File: src/rtl/atten_pkg.sv
package atten_pkg;
  localparam int FRAC_W        = 15;  // multiplier fraction bits, 1.0 = 2**FRAC_W
  localparam int MANT_W        = FRAC_W + 1;
  localparam int STEPS_PER_OCT = 12;  // half-dB steps per factor of two
  localparam int IDX_W         = $clog2(STEPS_PER_OCT);

  typedef logic [MANT_W-1:0] mant_t;

  // one octave of 10^(-i/40) in unsigned 1.15 fixed point
  function automatic mant_t octave_mant(input logic [IDX_W-1:0] idx);
    case (idx)
      4'd0:    octave_mant = mant_t'(32768);
      4'd1:    octave_mant = mant_t'(30935);
      4'd2:    octave_mant = mant_t'(29205);
      4'd3:    octave_mant = mant_t'(27571);
      4'd4:    octave_mant = mant_t'(26029);
      4'd5:    octave_mant = mant_t'(24573);
      4'd6:    octave_mant = mant_t'(23198);
      4'd7:    octave_mant = mant_t'(21900);
      4'd8:    octave_mant = mant_t'(20675);
      4'd9:    octave_mant = mant_t'(19519);
      4'd10:   octave_mant = mant_t'(18427);
      default: octave_mant = mant_t'(17396);
    endcase
  endfunction

  // arithmetic right shift with round half toward +inf
  function automatic longint round_shift(input longint value, input int amount);
    longint bias;
    bias = longint'(1) <<< (amount - 1);
    round_shift = (value + bias) >>> amount;
  endfunction

  // clamp to a signed range of the given width
  function automatic longint clamp_signed(input longint value, input int width);
    longint hi;
    longint lo;
    hi = (longint'(1) <<< (width - 1)) - 1;
    lo = -(longint'(1) <<< (width - 1));
    if (value > hi)      clamp_signed = hi;
    else if (value < lo) clamp_signed = lo;
    else                 clamp_signed = value;
  endfunction
endpackage

File: src/rtl/atten_gain_map.sv
module atten_gain_map
  import atten_pkg::*;
#(
  parameter int CODE_W  = 8,
  parameter int SHIFT_W = 6
) (
  input  logic [CODE_W-1:0]  code,
  output mant_t              mant,
  output logic [SHIFT_W-1:0] shift,
  output logic               mute
);
  localparam int CODE_MAX = (1 << CODE_W) - 1;

  logic [CODE_W-1:0] steps;
  logic [CODE_W-1:0] oct;
  logic [CODE_W-1:0] rem;

  always_comb begin
    steps = CODE_W'(CODE_MAX) - code;
    oct   = steps / CODE_W'(STEPS_PER_OCT);
    rem   = steps % CODE_W'(STEPS_PER_OCT);
    mant  = octave_mant(rem[IDX_W-1:0]);
    shift = SHIFT_W'(oct);
    mute  = (code == '0);
  end
endmodule

File: src/rtl/atten_scaler.sv
module atten_scaler
  import atten_pkg::*;
#(
  parameter int SAMPLE_W = 16,
  parameter int SHIFT_W  = 6
) (
  input  logic signed [SAMPLE_W-1:0] sample,
  input  mant_t                      mant,
  input  logic [SHIFT_W-1:0]         shift,
  input  logic                       mute,
  output logic signed [SAMPLE_W-1:0] result
);
  longint product;
  longint rounded;
  longint clamped;
  int     total_shift;

  always_comb begin
    product     = longint'(sample) * longint'({1'b0, mant});
    total_shift = FRAC_W + int'(shift);
    rounded     = round_shift(product, total_shift);
    clamped     = clamp_signed(rounded, SAMPLE_W);
    result      = mute ? '0 : SAMPLE_W'(clamped);
  end
endmodule

File: src/rtl/adc_atten.sv
module adc_atten
  import atten_pkg::*;
#(
  parameter int SAMPLE_W = 16,
  parameter int CODE_W   = 8
) (
  input  logic                       clk,
  input  logic                       rst_n,
  input  logic                       in_valid,
  input  logic signed [SAMPLE_W-1:0] in_sample,
  input  logic [CODE_W-1:0]          in_code,
  output logic                       out_valid,
  output logic signed [SAMPLE_W-1:0] out_sample
);
  localparam int SHIFT_W  = $clog2(((1 << CODE_W) / STEPS_PER_OCT) + 1);
  localparam int CODE_MAX = (1 << CODE_W) - 1;

  mant_t                      gain_mant;
  logic [SHIFT_W-1:0]         gain_shift;
  logic                       gain_mute;
  logic signed [SAMPLE_W-1:0] scaled;
  logic                       sample_take;

  assign sample_take = in_valid;

  atten_gain_map #(.CODE_W(CODE_W), .SHIFT_W(SHIFT_W)) i_map (
    .code (in_code),
    .mant (gain_mant),
    .shift(gain_shift),
    .mute (gain_mute)
  );

  atten_scaler #(.SAMPLE_W(SAMPLE_W), .SHIFT_W(SHIFT_W)) i_scale (
    .sample(in_sample),
    .mant  (gain_mant),
    .shift (gain_shift),
    .mute  (gain_mute),
    .result(scaled)
  );

  always_ff @(posedge clk or negedge rst_n) begin
    if (!rst_n) begin
      out_valid  <= 1'b0;
      out_sample <= '0;
    end else begin
      out_valid <= sample_take;
      if (sample_take) out_sample <= scaled;
    end
  end

  // strobe follows input one cycle later
  a_r7_valid_follows: assert property (@(posedge clk) disable iff (!rst_n)
    out_valid == ($past(in_valid) && $past(rst_n)));

  // output held between samples
  a_r8_hold: assert property (@(posedge clk) disable iff (!rst_n)
    !in_valid |=> $stable(out_sample));

  // mute code gives zero
  a_r2_mute: assert property (@(posedge clk) disable iff (!rst_n)
    (in_valid && in_code == '0) |=> out_sample == '0);

  // unity code passes sample through
  a_r1_unity: assert property (@(posedge clk) disable iff (!rst_n)
    (in_valid && in_code == CODE_W'(CODE_MAX)) |=> out_sample == $past(in_sample));

  // attenuation never increases magnitude
  a_r6_no_growth: assert property (@(posedge clk) disable iff (!rst_n)
    in_valid |=> ((out_sample < 0 ? -longint'(out_sample) : longint'(out_sample)) <=
                  ($past(in_sample) < 0 ? -longint'($past(in_sample)) : longint'($past(in_sample)))));
endmodule

File: config.mk
export PLATFORM = sky130hd
export DESIGN_NAME = adc_atten
export DESIGN_NICKNAME = d
export VERILOG_FILES = /design/src/rtl/atten_pkg.sv /design/src/rtl/atten_gain_map.sv /design/src/rtl/atten_scaler.sv /design/src/rtl/adc_atten.sv
export SDC_FILE = /design/constraint.sdc
export NUM_CORES = 1
export LEC_CHECK = 0
export CAP_MARGIN = 10
export CORE_MARGIN = 5
export CORE_UTILIZATION = 26
export CTS_CLUSTER_SIZE = 40
export DETAILED_ROUTE_END_ITERATION = 12
export HOLD_SLACK_MARGIN = 0.06
export PLACE_DENSITY = 0.46
export RECOVER_POWER = 50
export SYNTH_ARGS = -nofsm -noshare
export SYNTH_HDL_FRONTEND = slang
export SYNTH_SLANG_ARGS = --single-unit
File: constraint.sdc
create_clock -name clk -period 0.8 [get_ports clk]
set_input_delay 0.24 -clock clk [delete_from_list [all_inputs] [get_ports clk]]
set_output_delay 0.24 -clock clk [all_outputs]
set_load 0.02 [all_outputs]
==> summary.md <==
| Metric | Value |
|---|---|
| Max Freq | `83.6 MHz` |
| Count of unique library cells instantiated by Yosys | `122` |
| CTS Hold Bufs | `0` |
| Cells after DPL | `4,868` |
| Req. time, crit path | `910 ps` |
| Via count | `25.4k` |
| R2R cell count | `4` |
| Area added between synthesis and finish | `55.4%` |
| Worst R2R Setup Slack | `-110 ps` |
| Startpoint Class | `input port` |
| Drt drc | `0` |
| Status | `complete, but fails checks` |
| #FFs+latches synth | `17` |
| Primary FF master, synth | `dfrtp_1` |
| Fillers | `between 8k and 9k` |
| Num ports | `44` |
| Remaining antenna violation count | `0` |
| Rel. slew slack | `between 30% and 40%` |
| Clk_skew | `0 ps` |
| GRT overflow | `0` |
| DRT Wirelength | `between 90,000 and 100,000 microns` |
| Multi-input logic area | `approximately 22,000 sq um` |
| Die area | `~88,000 sq um` |
| Vias in the first global route | `25.1k` |
| Largest net degree at the start of global routing | `78` |
| Mean routed wirelength per cell | `about 19 microns` |
| Seq/Total Area, Yosys | `under 10%` |
| Iteration-0 DRC Markers | `1,804` |
| I/O Buffers | `43` |
| Setup Viol. Count Final | `33` |
| Fraction of registers with async set/reset | `100%` |
| Final WS setup | `-11,170 ps` |
| Root buffer cell | `clkbuf_16` |
| Mapped Area | `21,400 sq um` |
| Die Wd | `297 microns` |
| Cell mode on critical path | `fa_1` |
| CP Max Fanout | `7` |
| H-tree levels | `1` |
| Failing checks | `setup timing` |
| Slowest cell on crit path | `fa_2` |
| Starting Density | `26.2%` |
| Ant diodes | `0` |
| # clock sinks | `17` |
| Max Cap Viol | `0` |
| Syn Nets | `3,418` |
| First-pass GRT wire length | `about 150,000 microns` |
| Die H | `297 microns` |
| Tcrit/Tclk final | `1500%` |
| Final HPWL DP | `between 70,000 and 80,000 microns` |
| Critical Path Max Stage Delay | `about 560 ps` |
| Syn avg cell area | `7.15 sq um` |
| GRT Util Overall | `20.2%` |
| RSZ-0062 raised after global routing | `yes` |
| CTS buffer count | `3` |
| Initial antenna violation count | `1` |
| Non-Filler Instances | `4,984` |
| Clock Tree Buf Depth | `2` |
| Number of hold violations in the final report | `0` |
| Total iterations of the first detailed-routing run | `7` |
| Critical Path End Type | `flip-flop` |
| Worst hold path type | `in2async` |
| Skew-Pair Late Insertion Delay | `240 ps` |
| Yosys warns | `0` |
| Number of flops mapped to enable cells by yosys | `0` |
| RR Endpoint | `out_sample[5]` |
| Layout cells sized above 1 | `39.2%` |
| Worst Max-Slew Pin Slew | `between 1000 and 1500 ps` |
| Std-Cell Core Area | `about 82,000 sq um` |
| Final Critical Period | `roughly 12,000 ps` |
| CTS tree | `done` |
| CTS clk-pin slew, worst paths | `50 ps` |
| Crit path kind | `in2reg` |
| Final net count | `4,334` |
| Max-slew violations | `0` |
| Reg-to-reg startpoint | `out_sample[5]` |
| Rows | `105` |
| Cell count after synthesis | `around 3.0k` |
| Gpl congestion | `0.953` |
| Vias/cell | `5.09` |
| Register area | `~430 sq um` |
| Crit path arrival time | `12,080 ps` |
placed cells by master (no fill, tap or decap), drive strengths merged, types with 45 or more instances in the layout:
cell | netlist | routed
nand3 | 72 | 72
o21ai | 152 | 152
a21oi | 208 | 209
a211oi | 47 | 47
o211ai | 45 | 45
buf | 74 | 1059
nor3 | 51 | 51
inv | 316 | 315
ha | 197 | 197
xnor2 | 58 | 58
nand2 | 355 | 355
and2 | 142 | 142
fa | 195 | 195
mux2i | 68 | 68
nor2 | 297 | 297
area by class of cell:
| cell class | instances | area share (%) |
|---|---|---|
| multi-input combinational | 2492 | 64.7 |
| sequential | 17 | 1.28 |
| inverter | 317 | 3.59 |
| tap | 1070 | 4.02 |
| timing repair buffer | 1084 | 26.1 |
| clock buffer | 4 | 0.237 |
how the worst max path moves through the flow:
| stage | cells past startpoint | start | slack, ps | endpoint |
|---|---|---|---|---|
| floorplan | 51 | in_code[4] | -10570 | out_sample[10] |
| finish | 54 | in_code[4] | -11170 | out_sample[13] |
| detailed placement | 58 | in_code[5] | -12380 | out_sample[2] |
| global placement | 61 | in_code[5] | -12450 | out_sample[1] |
| global route | 61 | in_code[5] | -11570 | out_sample[6] |
| CTS | 55 | in_code[4] | -11040 | out_sample[2] |
synth_stat cells, types with 39 or more instances:
master | number | area (sq um)
nor2_1 | 295 | 1110
fa_1 | 195 | 3900
nand3_1 | 72 | 360
a21oi_1 | 201 | 1010
nand4_1 | 41 | 257
xnor2_1 | 55 | 482
nand2_1 | 353 | 1330
ha_1 | 197 | 2460
o211ai_1 | 44 | 330
clkbuf_1 | 100 | 375
mux2i_1 | 68 | 681
a211oi_1 | 46 | 345
a21o_1 | 39 | 293
and2_1 | 141 | 882
buf_2 | 44 | 220
nor3_1 | 50 | 250
o21ai_0 | 132 | 661
inv_1 | 315 | 1180
sequential cells by signal (all words and copies together), names as in the netlist:
name / flops
out_sample: 16
out_valid: 1
what timing repair did:
action	in CTS	in global routing
gates cloned	4	0
pin swaps	133	90
buffers inserted	91	27
setup endpoints to repair	34	33
resized for setup	448	165
critical path: cells and delay by family:
kind	cells	cell delay (ps)
simple gates	11	1880
mux	3	870
xor+xnor	1	150
buf+inv	12	1500
fa+ha+maj	8	3630
compound gates	19	3780
metrics by stage:
| step | area, sq um | setup TNS (ps) | hold slack, ps | setup slack (ps) | utilization [%] |
|---|---|---|---|---|---|
| after floorplan | 22000 | -166800 | -55.6 | -10570 | - |
| after global placement | 30100 | -204140 | 504 | -12450 | 36.7 |
| after detailed placement | 30100 | -202720 | 513 | -12380 | 36.7 |
| after CTS | 32400 | -179520 | 329 | -11040 | 39.5 |
| after global routing | 33300 | -188050 | 436 | -11570 | 40.7 |
| final | 33300 | -181270 | 390 | -11170 | 40.7 |
cells by family (layout without fill, tap and decap cells):
group | after synthesis | count (layout) | share of synthesized area [%]
and+or+nand+nor | 1135 | 1135 | 25.5
AOI/OAI and AO/OA | 790 | 792 | 25.6
buffers and inverters | 492 | 1405 | 9.03
adders and majority gates | 392 | 392 | 29.7
muxes | 92 | 92 | 4.71
xor gates and xnor gates | 81 | 81 | 3.52
DFF | 17 | 17 | 1.98
layer usage:
layer | share of wire, % | wire [microns] | global-route usage (%)
met4 | 2.5 | 2330 | 3.91
met3 | 4.1 | 3840 | 1.57
met2 | 47 | 43400 | 33.8
met5 | 0 | 0 | 0
met1 | 47 | 43800 | 28.7
Power is left out: the tool's default activity adds up to more than one toggle a clock period on the data nets, which glitch-free logic cannot reach.
